## config.mk

```make
export PLATFORM = sky130hd
export DESIGN_NAME = intGate
export DESIGN_NICKNAME = d
export VERILOG_FILES = /design/src/rtl/intGatePkg.sv /design/src/rtl/intGateDp.sv /design/src/rtl/intGateCtrl.sv /design/src/rtl/intGate.sv
export SDC_FILE = /design/constraint.sdc
export NUM_CORES = 1
export LEC_CHECK = 0
export BUFFER_PORTS_ARGS = -buffer_cell sky130_fd_sc_hd__buf_4
export CAP_MARGIN = 25
export CORE_ASPECT_RATIO = 1.5
export CORE_MARGIN = 1
export CORE_UTILIZATION = 55
export CTS_BUF_LIST = sky130_fd_sc_hd__clkbuf_8
export CTS_CLUSTER_DIAMETER = 80
export DETAILED_ROUTE_END_ITERATION = 10
export GPL_TIMING_DRIVEN = 0
export PLACE_DENSITY = 0.89
export SLEW_MARGIN = 20
export SYNTH_ARGS = -nofsm -noshare
export SYNTH_HDL_FRONTEND = slang
export SYNTH_SLANG_ARGS = --single-unit
```

## constraint.sdc

```tcl
create_clock -name clk -period 5.1 [get_ports clk]
set_input_delay 0.255 -clock clk [delete_from_list [all_inputs] [get_ports clk]]
set_output_delay 0.255 -clock clk [all_outputs]
set_load 0.05 [all_outputs]
```

## src/rtl/intGatePkg.sv

```systemverilog
package intGatePkg;
  typedef enum logic [1:0] {
    ST_IDLE  = 2'd0,
    ST_SAVE  = 2'd1,
    ST_FETCH = 2'd2
  } gateState_t;

  typedef struct packed {
    logic takeLine;
    logic raiseMask;
    logic dropProt;
  } gateStrobes_t;
endpackage

```

## src/rtl/intGateDp.sv

```systemverilog
module intGateDp
  import intGatePkg::*;
#(
  parameter int NUM_LINES = 16,
  localparam int IDX_W = (NUM_LINES > 1) ? $clog2(NUM_LINES) : 1
) (
  input  logic                 clk,
  input  logic                 rstN,
  input  logic [NUM_LINES-1:0] reqLines,
  input  logic                 flagWrEn,
  input  logic [NUM_LINES-1:0] flagWrData,
  input  logic                 enWrEn,
  input  logic [NUM_LINES-1:0] enWrData,
  input  logic                 dbgWrEn,
  input  logic [NUM_LINES-1:0] dbgWrData,
  input  logic                 maskSet,
  input  logic                 maskClr,
  input  logic                 protSet,
  input  logic                 protClr,
  input  logic                 rtEmuMode,
  input  logic                 cpuHalted,
  input  gateStrobes_t         strb,
  output logic                 anyQual,
  output logic [IDX_W-1:0]     pickIdx,
  output logic [NUM_LINES-1:0] flags,
  output logic [NUM_LINES-1:0] enables,
  output logic                 globalMask,
  output logic                 protAllow
);
  logic [NUM_LINES-1:0] dbgEnables;
  logic [NUM_LINES-1:0] qualVec;
  logic [NUM_LINES-1:0] takeMask;
  logic                 debugPath;

  assign debugPath = rtEmuMode & cpuHalted;

  always_comb begin
    if (debugPath) qualVec = flags & dbgEnables;
    else if (globalMask) qualVec = '0;
    else qualVec = flags & enables;
  end

  assign anyQual = |qualVec;

  always_comb begin
    pickIdx = '0;
    for (int i = NUM_LINES - 1; i >= 0; i--) begin
      if (qualVec[i]) pickIdx = IDX_W'(i);
    end
  end

  always_comb begin
    takeMask = '0;
    if (strb.takeLine) takeMask[pickIdx] = 1'b1;
  end

  always_ff @(posedge clk or negedge rstN) begin
    if (!rstN) begin
      flags      <= '0;
      enables    <= '0;
      dbgEnables <= '0;
      globalMask <= 1'b1;
      protAllow  <= 1'b0;
    end else begin
      flags   <= ((flagWrEn ? flagWrData : flags) & ~takeMask) | reqLines;
      enables <= (enWrEn ? enWrData : enables) & ~takeMask;
      if (dbgWrEn) dbgEnables <= dbgWrData;
      if (strb.raiseMask) globalMask <= 1'b1;
      else if (maskClr) globalMask <= 1'b0;
      else if (maskSet) globalMask <= 1'b1;
      if (strb.dropProt) protAllow <= 1'b0;
      else if (protClr) protAllow <= 1'b0;
      else if (protSet) protAllow <= 1'b1;
    end
  end
endmodule

```

## src/rtl/intGateCtrl.sv

```systemverilog
module intGateCtrl
  import intGatePkg::*;
(
  input  logic         clk,
  input  logic         rstN,
  input  logic         anyQual,
  input  logic         vecAck,
  output gateStrobes_t strb,
  output logic         acceptPulse,
  output logic         ctxSaveStart,
  output logic         vecReq
);
  gateState_t state, stateNxt;

  assign acceptPulse  = (state == ST_IDLE) && anyQual;
  assign ctxSaveStart = (state == ST_SAVE);
  assign vecReq       = (state == ST_FETCH);

  always_comb begin
    strb.takeLine  = acceptPulse;
    strb.raiseMask = acceptPulse;
    strb.dropProt  = acceptPulse;
  end

  always_comb begin
    stateNxt = state;
    unique case (state)
      ST_IDLE:  if (anyQual) stateNxt = ST_SAVE;
      ST_SAVE:  stateNxt = ST_FETCH;
      ST_FETCH: if (vecAck) stateNxt = ST_IDLE;
      default:  stateNxt = ST_IDLE;
    endcase
  end

  always_ff @(posedge clk or negedge rstN) begin
    if (!rstN) state <= ST_IDLE;
    else state <= stateNxt;
  end
endmodule

```

## src/rtl/intGate.sv

```systemverilog
module intGate
  import intGatePkg::*;
#(
  parameter int NUM_LINES = 16,
  localparam int IDX_W = (NUM_LINES > 1) ? $clog2(NUM_LINES) : 1
) (
  input  logic                 clk,
  input  logic                 rstN,
  input  logic [NUM_LINES-1:0] reqLines,
  input  logic                 flagWrEn,
  input  logic [NUM_LINES-1:0] flagWrData,
  input  logic                 enWrEn,
  input  logic [NUM_LINES-1:0] enWrData,
  input  logic                 dbgWrEn,
  input  logic [NUM_LINES-1:0] dbgWrData,
  input  logic                 maskSet,
  input  logic                 maskClr,
  input  logic                 protSet,
  input  logic                 protClr,
  input  logic                 rtEmuMode,
  input  logic                 cpuHalted,
  input  logic                 vecAck,
  output logic                 acceptPulse,
  output logic [IDX_W-1:0]     acceptIdx,
  output logic                 ctxSaveStart,
  output logic                 vecReq,
  output logic [NUM_LINES-1:0] flags,
  output logic [NUM_LINES-1:0] enables,
  output logic                 globalMask,
  output logic                 protAllow
);
  gateStrobes_t strb;
  logic         anyQual;

  intGateDp #(.NUM_LINES(NUM_LINES)) dp_i (
    .clk(clk), .rstN(rstN), .reqLines(reqLines),
    .flagWrEn(flagWrEn), .flagWrData(flagWrData),
    .enWrEn(enWrEn), .enWrData(enWrData),
    .dbgWrEn(dbgWrEn), .dbgWrData(dbgWrData),
    .maskSet(maskSet), .maskClr(maskClr),
    .protSet(protSet), .protClr(protClr),
    .rtEmuMode(rtEmuMode), .cpuHalted(cpuHalted),
    .strb(strb), .anyQual(anyQual), .pickIdx(acceptIdx),
    .flags(flags), .enables(enables),
    .globalMask(globalMask), .protAllow(protAllow)
  );

  intGateCtrl ctrl_i (
    .clk(clk), .rstN(rstN), .anyQual(anyQual), .vecAck(vecAck),
    .strb(strb), .acceptPulse(acceptPulse),
    .ctxSaveStart(ctxSaveStart), .vecReq(vecReq)
  );
endmodule

```

==> results.py, run 1 <==
metrics = {
    "synthesis": {
        "syn_area_per_cell_sq_um": 10.4,
        "ys.flop_type": "dfrtp_1",
        "ys_seq_area_share_pct": 43.3,
        "yosysTopAreaCell": "dfrtp_1",
        "synth_top_area_share_pct": 42.4,
        "syn-num-nets": 366,
        "syn_area_sq_um": 3010,
        "synth-simple-area-share_pct": 18.4,
        "synth_common_cells": "dfrtp_1 (51), mux2i_1 (20), mux2_2 (17)",
        "synth-compound-area-share_pct": 21.2,
        "yosys.area_share.xor_xnor_pct": 0,
        "ys_ff_latch": 52,
        "async_flop_share_pct": 100,
        "synthesis.instances": 290,
        "synthMuxAreaShare_pct": 13.5,
        "synth_fa_ha_area_share_pct": 0,
        "synth_edf_count": 0,
        "synth_top_family_by_area": "compound AO/OA/AOI/OAI gates",
        "yosys-top-cells-area": "dfrtp_1 (42%), mux2i_1 (6.7%), mux2_2 (6.4%), a21oi_1 (2.7%), nand2b_1 (2.5%)",
        "netlist-cell-type-count": 56,
        "yosysWarnings": 0,
        "yosysMostFrequentCell": "dfrtp_1",
    },
    "hold_path": {
        "hold_path_class": "in2reg",
    },
    "clock_network": {
        "post_cts_buffers": 0,
        "cts_buffer_depth": 2,
        "h-tree-depth": 2,
        "clk_latency_ps": 300,
        "clk_pin_slew_ps": 90,
        "cts.sinks": 52,
        "cts-root-buf": "clkbuf_8",
        "cts_resized": 0,
        "cts_tree": "yes",
        "cts_made_buffers": 5,
    },
    "setup_path": {
        "path_depth": 9,
        "r2r_cells": 8,
        "cpPeakStageDelay_ps": 630,
        "critPathKind": "reg2out",
        "endpoint": "acceptIdx[1]",
        "reg2reg_to": "dp_i.flags[10]$_DFF_PN0_",
        "critPathBufInv": 3,
        "start_kind": "flop",
        "critPathLaunch": "dp_i.globalMask$_DFFE_PN1P_",
        "worstPathRequired_ps": 4850,
        "path_cells": "buf_2, nand2b_1, o21ai_1, a22o_1, a211o_1, o211ai_2, nand2_1, inv_1, buf_4",
        "cp.arrival_ps": 2700,
        "reg2reg_from": "dp_i.globalMask$_DFFE_PN1P_",
        "crit_family": "compound AO/OA/AOI/OAI gates",
        "cp-end-kind": "output pin",
        "r2r_slack_ps": 2370,
        "worstPathMaxFanout": 10,
        "cp_slowest_cell": "dfstp_2",
    },
    "timing": {
        "drv_slew": 0,
        "grt_setup_unrepaired": "no",
        "layout_setup_ws_ps": 2140,
        "tns_ps": 0,
        "relSlewSlack_pct": 48.3,
        "post-route-period-util_pct": 58.0,
        "hold_slack_ps": 105,
        "finalClockSkew_ps": 8.01,
        "worstMarginPinSlew_ps": 776,
        "final.min_clock_period_ps": 2960,
        "fmax_mhz": 338,
        "hold_violations": 0,
        "finalSetupViolCount": 0,
    },
    "floorplanning": {
        "fp.dieW_um": 62.4,
        "core_sq_um": 5200,
        "chipHeight_um": 92.6,
        "die_area_sq_um": 5770,
        "io_pins": 117,
        "initial_core_util_pct": 57.8,
        "rows": 32,
    },
    "global_routing": {
        "grt_pass1_vias": 2999,
        "grt_max_degree": 53,
        "antenna_found_initial": 0,
        "track_usage_pct": 32.3,
        "grt.overflow.total": 0,
        "grt_pass1_wl_um": 14200,
    },
    "placement": {
        "gp_congestion": 0.894,
        "dpl_worst_slack_ps": 2410,
        "dp_hpwl_um": 6960,
        "portBuffers": 113,
    },
    "pwr": {
        "ir_worst_vdd_mv": 0.528,
        "p_leak_nw": 1.90,
        "powerDensity_nw_per_um2": 472,
    },
    "route": {
        "wirelength_um": 8840,
        "viasPerCell": 5.82,
        "num_vias": 2787,
        "drt_first_pass_iters": 4,
        "route.detailed.drc": 0,
        "ant_nets": 0,
        "drt_iter0_drc": 197,
        "detail_route.wl_per_cell_um": 18.5,
    },
    "finish": {
        "final_layout_size_suffix_gt1_share_pct": 39.2,
        "finalNetCount": 487,
        "synthToLayoutAreaGrowth_pct": 35.7,
        "n_antenna_cell": 0,
    },
    "run_status": {
        "status": "complete, no violations",
    },
    "run": {
        "drv_cap": 0,
    },
}
==> registers in the layout, indices dropped and copies added, names as in the netlist <==
register,flops
dp_i.dbgEnables,16
dp_i.enables,16
dp_i.flags,16
ctrl_i.state,2
dp_i.globalMask,1
dp_i.protAllow,1
==> layout make-up <==
cell class	instances	area, sq um
buffer	13	65.1
timing repair buffer	114	858
fill	386	1130
clock buffer	5	68.8
clock inverter	2	60.1
inverter	12	45.0
sequential	52	1300
multi-input combinational	213	1590
tap	68	85.1
==> layer usage <==
metal / global-route usage [%] / up-vias / wire, um
li1: - / 1301 / -
met1: 33.7 / 1345 / 3160
met2: 61.6 / 111 / 4880
met3: 5.67 / 30 / 463
met4: 15.5 / 0 / 337
met5: 0 / - / 0
==> where the power goes <==
part	switching [W]	total [W]	internal (W)
Sequential	0.0000640	0.000545	0.000481
Clock	0.000133	0.000326	0.000193
Combinational	0.000697	0.00105	0.000356
==> placed cells by master, fill, tap and decap left out, types with 2 or more instances in the layout <==
cell type,count
a31oi_1,9
nand3_2,2
o21ai_1,7
o211a_1,2
nor2b_1,12
o21a_1,2
nor3_1,3
buf_1,3
bufinv_16,2
a211oi_1,9
and2_1,5
o31ai_4,2
o21bai_1,5
nor4_4,2
inv_1,12
mux2_2,17
o21ai_0,8
a41oi_1,2
dfrtp_1,51
clkbuf_1,7
a21oi_1,16
a21o_1,2
buf_4,113
buf_6,2
clkbuf_8,5
nand3_1,12
or2_2,2
nand2_1,11
and3_1,6
mux2i_1,20
a22oi_1,2
nand2b_1,12
a32o_1,2
nor2_1,15
nor3b_1,4
==> worst min-delay path by stage <==
stage          startpoint                              to  slack (ps)  cells after the start
2_1_floorplan        rstN     ctrl_i.state[0]$_DFFE_PN0P_         -40                      0
3_5_place_dp         rstN  dp_i.dbgEnables[0]$_DFFE_PN0P_         320                      1
3_3_place_gp         rstN  dp_i.dbgEnables[0]$_DFFE_PN0P_         330                      1
4_1_cts           protClr      dp_i.protAllow$_DFFE_PN0P_         100                      2
5_1_grt           protClr      dp_i.protAllow$_DFFE_PN0P_          90                      2
6_report          protClr      dp_i.protAllow$_DFFE_PN0P_         110                      2
==> kinds of logic (layout without fill, tap and decap cells) <==
logic type / count (synthesis) / in the layout
muxes: 38 / 38
buffers and inverters: 25 / 146
AOI/OAI and AO/OA: 82 / 82
and+or+nand+nor: 93 / 93
DFF: 52 / 52
==> worst reg2reg max path: cells and delay by family (launching register included) <==
kind	cells	cell delay [ps]
and+or+nand+nor	4	1170
AOI/OAI and AO/OA	3	580
DFF	1	630
buffers and inverters	1	240
==> metrics by stage <==
step                cell area [sq um]  std cells  utilization [%]  total power [W]
floorplan                        3010        290                -          0.00127
global route                     4080        479             78.4          0.00200
CTS                              4080        479             78.4          0.00192
finish                           4080        479             78.4          0.00192
global placement                 3940        471             75.7          0.00157
detailed placement               3940        471             75.7          0.00160
==> timing repair <==
action,in CTS,in global routing
endpoints found under the hold margin,15,0
setup endpoints to repair,0,0
hold buffers,1,0
(Power assumes the default switching activity.)
==> run 2: changes to the inputs <==
--- a/config.mk
+++ b/config.mk
@@ -9,12 +9,12 @@
 export CAP_MARGIN = 25
 export CORE_ASPECT_RATIO = 1.5
 export CORE_MARGIN = 1
-export CORE_UTILIZATION = 55
+export CORE_UTILIZATION = 46
 export CTS_BUF_LIST = sky130_fd_sc_hd__clkbuf_8
 export CTS_CLUSTER_DIAMETER = 80
 export DETAILED_ROUTE_END_ITERATION = 10
 export GPL_TIMING_DRIVEN = 0
-export PLACE_DENSITY = 0.89
+export PLACE_DENSITY = 0.79
 export SLEW_MARGIN = 20
 export SYNTH_ARGS = -nofsm -noshare
 export SYNTH_HDL_FRONTEND = slang
==> constraint.sdc (replaced) <==
create_clock -name clk -period 2.5 [get_ports clk]
set_input_delay 0.125 -clock clk [delete_from_list [all_inputs] [get_ports clk]]
set_output_delay 0.125 -clock clk [all_outputs]
set_load 0.05 [all_outputs]
==> results.py, run 2 (synthesis gave the netlist of run 1 again) <==
metrics = {
    "global_routing": {
        "grt_max_degree": 53,
        "antenna_found_initial": 0,
        "grt_pass1_wl_um": 14300,
        "grt.overflow.total": 0,
        "grt_pass1_vias": 3023,
        "track_usage_pct": 28.7,
    },
    "finish": {
        "post-route-util_pct": 71.1,
        "layout_commonest_cell": "buf_4",
        "reg.largest.list": "dp_i.dbgEnables: 16 flops, dp_i.enables: 16 flops, dp_i.flags: 16 flops",
        "mostFrequentLayoutCells": "buf_4 (126), dfrtp_1 (51), mux2i_1 (20)",
        "final_layout_size_suffix_gt1_share_pct": 46.3,
        "n_antenna_cell": 0,
        "fill_cells": 468,
        "synthToLayoutAreaGrowth_pct": 47.1,
        "finalNetCount": 513,
    },
    "setup_path": {
        "critPathBufInv": 3,
        "worstPathMaxFanout": 7,
        "path_cells": "buf_6, nand2b_4, o21ai_2, a22o_1, a211o_1, o211ai_2, nand2_4, inv_2, buf_8",
        "crit_family": "compound AO/OA/AOI/OAI gates",
        "cp.arrival_ps": 2450,
        "start_kind": "flop",
        "cp-end-kind": "output pin",
        "critPathKind": "reg2out",
        "cpPeakStageDelay_ps": 630,
        "cp_slowest_cell": "dfstp_2",
        "worstPathRequired_ps": 2380,
    },
    "pwr": {
        "powerDensity_nw_per_um2": 973,
        "ir_worst_vdd_mv": 0.729,
        "p_leak_nw": 2.05,
    },
    "timing": {
        "layout_setup_ws_ps": -71.0,
        "finalClockSkew_ps": 4.64,
        "drv_slew": 0,
        "finalSetupViolCount": 2,
        "hold_violations": 0,
        "final.min_clock_period_ps": 2570,
        "grt_setup_unrepaired": "yes",
        "post-route-period-util_pct": 103,
        "fmax_mhz": 389,
        "worstMarginPinSlew_ps": 741,
        "relSlewSlack_pct": 50.6,
    },
    "placement": {
        "dp_hpwl_um": 6930,
        "dpl_worst_slack_ps": -198,
        "portBuffers": 113,
        "gp_congestion": 0.878,
    },
    "floorplanning": {
        "rows": 35,
        "core_sq_um": 6220,
        "chipHeight_um": 101,
        "io_pins": 117,
        "initial_core_util_pct": 48.4,
        "die_area_sq_um": 6870,
        "fp.dieW_um": 68.0,
    },
    "clock_network": {
        "cts_tree": "yes",
        "cts.sinks": 52,
        "cts-root-buf": "clkbuf_8",
        "h-tree-depth": 2,
        "cts_buffer_depth": 2,
        "clk_pin_slew_ps": 90,
        "clk_latency_ps": 310,
        "cts_made_buffers": 5,
    },
    "run": {
        "drv_cap": 0,
    },
    "route": {
        "drt_first_pass_iters": 4,
        "wirelength_um": 9740,
        "num_vias": 3000,
        "drt_iter0_drc": 198,
        "detail_route.wl_per_cell_um": 19.0,
        "route.detailed.drc": 0,
        "ant_nets": 0,
        "viasPerCell": 5.86,
    },
    "run_status": {
        "status": "finished with violations",
        "violations": "setup timing",
    },
    "hold_path": {
        "hold_path_class": "in2reg",
    },
}
run 2: final cells by class:
class / instances / area, sq um / area share, %
multi-input cells: 213 / 1720 / 39.0
flip-flops and latches: 52 / 1300 / 29.4
repair buffers: 140 / 1100 / 24.9
well taps: 74 / 92.6 / 2.09
plain buffers: 13 / 71.3 / 1.61
clock buffers: 5 / 68.8 / 1.56
inverters: 12 / 45.0 / 1.02
clock inverters: 3 / 20.0 / 0.452
run 2: report_power, final:
| group | switching (W) | leakage [nW] | internal, W | total [W] |
|---|---|---|---|---|
| sequential | 0.000135 | 0.586 | 0.000981 | 0.00112 |
| combinational | 0.00161 | 1.42 | 0.00109 | 0.00270 |
| clock | 0.000293 | 0.0455 | 0.000196 | 0.000489 |
| total | 0.00203 | 2.05 | 0.00227 | 0.00431 |
run 2: worst paths after layout:
| path | start | to | slack [ps] | cells after the start |
|---|---|---|---|---|
| max | dp_i.globalMask$_DFFE_PN1P_ | acceptIdx[1] | -70 | 9 |
| min | reqLines[2] | dp_i.flags[2]$_DFF_PN0_ | 3 | 2 |
| max reg2reg | dp_i.globalMask$_DFFE_PN1P_ | dp_i.flags[15]$_DFF_PN0_ | 50 | 9 |
| min reg2reg | dp_i.dbgEnables[5]$_DFFE_PN0P_ | dp_i.dbgEnables[5]$_DFFE_PN0P_ | 510 | 1 |
| max in group asynchronous | rstN | dp_i.flags[10]$_DFF_PN0_ | 1660 | 2 |
| min in group asynchronous | rstN | dp_i.dbgEnables[2]$_DFFE_PN0P_ | 380 | 2 |
run 2: what timing repair did:
item,in CTS,in global routing
pin swaps,8,19
endpoints found under the setup margin,18,24
cloned,0,1
hold buffers,4,0
endpoints found under the hold margin,54,0
resized for setup,10,37
setup buffers,10,12
run 2: layer usage:
layer  vias up  routed length (um)  track usage [%]
li1       1361                   -                -
met1      1474                3370             30.6
met2       123                5360             50.5
met3        42                 502             4.86
met4         0                 504             17.5
met5         -                   0                0
run 2: per-stage QoR:
step	hold WS, ps	cells	power [W]	instance area (sq um)	setup TNS (ps)
2_1_floorplan	-171	290	0.00261	3020	0
3_3_place_gp	199	477	0.00322	3960	-289
3_5_place_dp	205	477	0.00326	3960	-436
4_1_cts	1.36	499	0.00395	4200	-179
5_1_grt	6.99	512	0.00448	4420	-424
6_report	3.11	512	0.00431	4420	-71.5
==> run 3: changes to the inputs <==
--- a/config.mk
+++ b/config.mk
@@ -15,6 +15,7 @@
 export DETAILED_ROUTE_END_ITERATION = 10
 export GPL_TIMING_DRIVEN = 0
 export PLACE_DENSITY = 0.79
+export SKIP_CTS_REPAIR_TIMING = 1
 export SLEW_MARGIN = 20
 export SYNTH_ARGS = -nofsm -noshare
 export SYNTH_HDL_FRONTEND = slang
==> results.py, run 3 (synthesis gave the netlist of run 1 again) <==
metrics = {
    "timing": {
        "grt_setup_unrepaired": "yes",
        "worstMarginPinSlew_ps": 741,
        "post-route-period-util_pct": 104,
        "hold_violations": 0,
        "finalClockSkew_ps": 6.81,
        "relSlewSlack_pct": 50.6,
        "drv_slew": 0,
        "fmax_mhz": 383,
        "final.min_clock_period_ps": 2610,
        "layout_setup_ws_ps": -112,
        "tns_ps": -209,
        "finalSetupViolCount": 3,
    },
    "route": {
        "wirelength_um": 9830,
        "drt_first_pass_iters": 4,
        "ant_nets": 0,
        "drt_iter0_drc": 214,
        "detail_route.wl_per_cell_um": 19.4,
        "num_vias": 3014,
        "route.detailed.drc": 0,
        "viasPerCell": 5.93,
    },
    "setup_path": {
        "critPathBufInv": 2,
        "crit_family": "compound AO/OA/AOI/OAI gates",
        "cp-end-kind": "output pin",
        "worstPathMaxFanout": 7,
        "cp.arrival_ps": 2490,
        "cpPeakStageDelay_ps": 630,
        "path_cells": "buf_6, nand2b_1, o21ai_2, a221oi_2, o311ai_4, a32oi_2, a21o_4, buf_8",
        "start_kind": "flop",
        "critPathKind": "reg2out",
        "cp_slowest_cell": "dfstp_2",
        "worstPathRequired_ps": 2380,
    },
    "placement": {
        "dp_hpwl_um": 6930,
        "portBuffers": 113,
        "dpl_worst_slack_ps": -198,
        "dpl.cell_count": 477,
        "gp_congestion": 0.878,
    },
    "finish": {
        "reg.largest.list": "dp_i.dbgEnables: 16 flops, dp_i.enables: 16 flops, dp_i.flags: 16 flops",
        "layout_commonest_cell": "buf_4",
        "n_antenna_cell": 0,
        "finalNetCount": 509,
        "synthToLayoutAreaGrowth_pct": 44.9,
        "post-route-util_pct": 70.1,
        "final_layout_size_suffix_gt1_share_pct": 44.9,
        "layoutNonFillerInstCount": 508,
        "mostFrequentLayoutCells": "buf_4 (127), dfrtp_1 (51), mux2i_1 (20)",
    },
    "pwr": {
        "powerDensity_nw_per_um2": 969,
        "internal-power_w": 0.00221,
        "ir_worst_vdd_mv": 0.596,
        "p_seq_share_pct": 26.5,
        "clockPowerShare_pct": 11.6,
        "p_leak_nw": 2.02,
        "p_comb_share_pct": 62.0,
        "p_sw_w": 0.00201,
        "swShare_pct": 47.7,
    },
    "floorplanning": {
        "core_sq_um": 6220,
        "rows": 35,
        "fp.dieW_um": 68.0,
        "initial_core_util_pct": 48.4,
        "io_pins": 117,
        "die_area_sq_um": 6870,
        "chipHeight_um": 101,
    },
    "clock_network": {
        "cts.sinks": 52,
        "cts_buffer_depth": 2,
        "clk_latency_ps": 310,
        "cts-root-buf": "clkbuf_8",
        "cts_made_buffers": 5,
        "cts_tree": "yes",
        "h-tree-depth": 2,
        "clk_pin_slew_ps": 90,
    },
    "run_status": {
        "status": "finished with violations",
        "violations": "setup timing",
    },
    "global_routing": {
        "antenna_found_initial": 0,
        "track_usage_pct": 27.4,
        "grt_pass1_vias": 2910,
        "grt.overflow.total": 0,
        "grt_max_degree": 53,
        "grt_pass1_wl_um": 13700,
    },
    "run": {
        "drv_cap": 0,
    },
    "hold_path": {
        "hold_path_class": "in2reg",
    },
}
run 3: path summary, 6_finish.rpt:
check / start / endpoint / slack, ps / depth (start not counted)
max: dp_i.globalMask$_DFFE_PN1P_ / acceptIdx[0] / -110 / 8
min in group asynchronous: rstN / dp_i.dbgEnables[2]$_DFFE_PN0P_ / 380 / 2
max reg2reg: dp_i.globalMask$_DFFE_PN1P_ / dp_i.flags[15]$_DFF_PN0_ / 40 / 9
min: reqLines[2] / dp_i.flags[2]$_DFF_PN0_ / 4 / 2
max in group asynchronous: rstN / dp_i.flags[6]$_DFF_PN0_ / 1660 / 2
min reg2reg: dp_i.dbgEnables[5]$_DFFE_PN0P_ / dp_i.dbgEnables[5]$_DFFE_PN0P_ / 510 / 1
run 3: layout make-up:
type	count	area [sq um]
Buffer	13	71.3
Clock buffer	5	68.8
Clock inverter	3	20.0
Fill cell	483	1860
Inverter	12	45.0
Multi-Input combinational cell	213	1710
Sequential cell	52	1300
Tap cell	74	92.6
Timing Repair Buffer	136	1050
run 3: layer usage:
metal	share of wire, %	track usage [%]
met3	5.3	4.19
met5	0	0
met1	34	29.9
met4	4.8	14.9
met2	55	48.7
run 3: power by group through the flow:
stage / Sequential (W) / Combinational (W) / Clock, W
finish: 0.00112 / 0.00262 / 0.000489
global route: 0.00113 / 0.00274 / 0.000527
CTS: 0.00111 / 0.00214 / 0.000495
detailed placement: 0.00112 / 0.00214 / 0
global placement: 0.00112 / 0.00210 / 0
floorplan: 0.00142 / 0.00119 / 0
run 3: per-stage QoR:
step / hold slack (ps) / area (sq um) / total power [W]
final: 3.75 / 4360 / 0.00422
after global routing: 6.76 / 4360 / 0.00440
after CTS: -135 / 4050 / 0.00374
after detailed placement: 205 / 3960 / 0.00326
after global placement: 199 / 3960 / 0.00322
after floorplan: -171 / 3020 / 0.00261
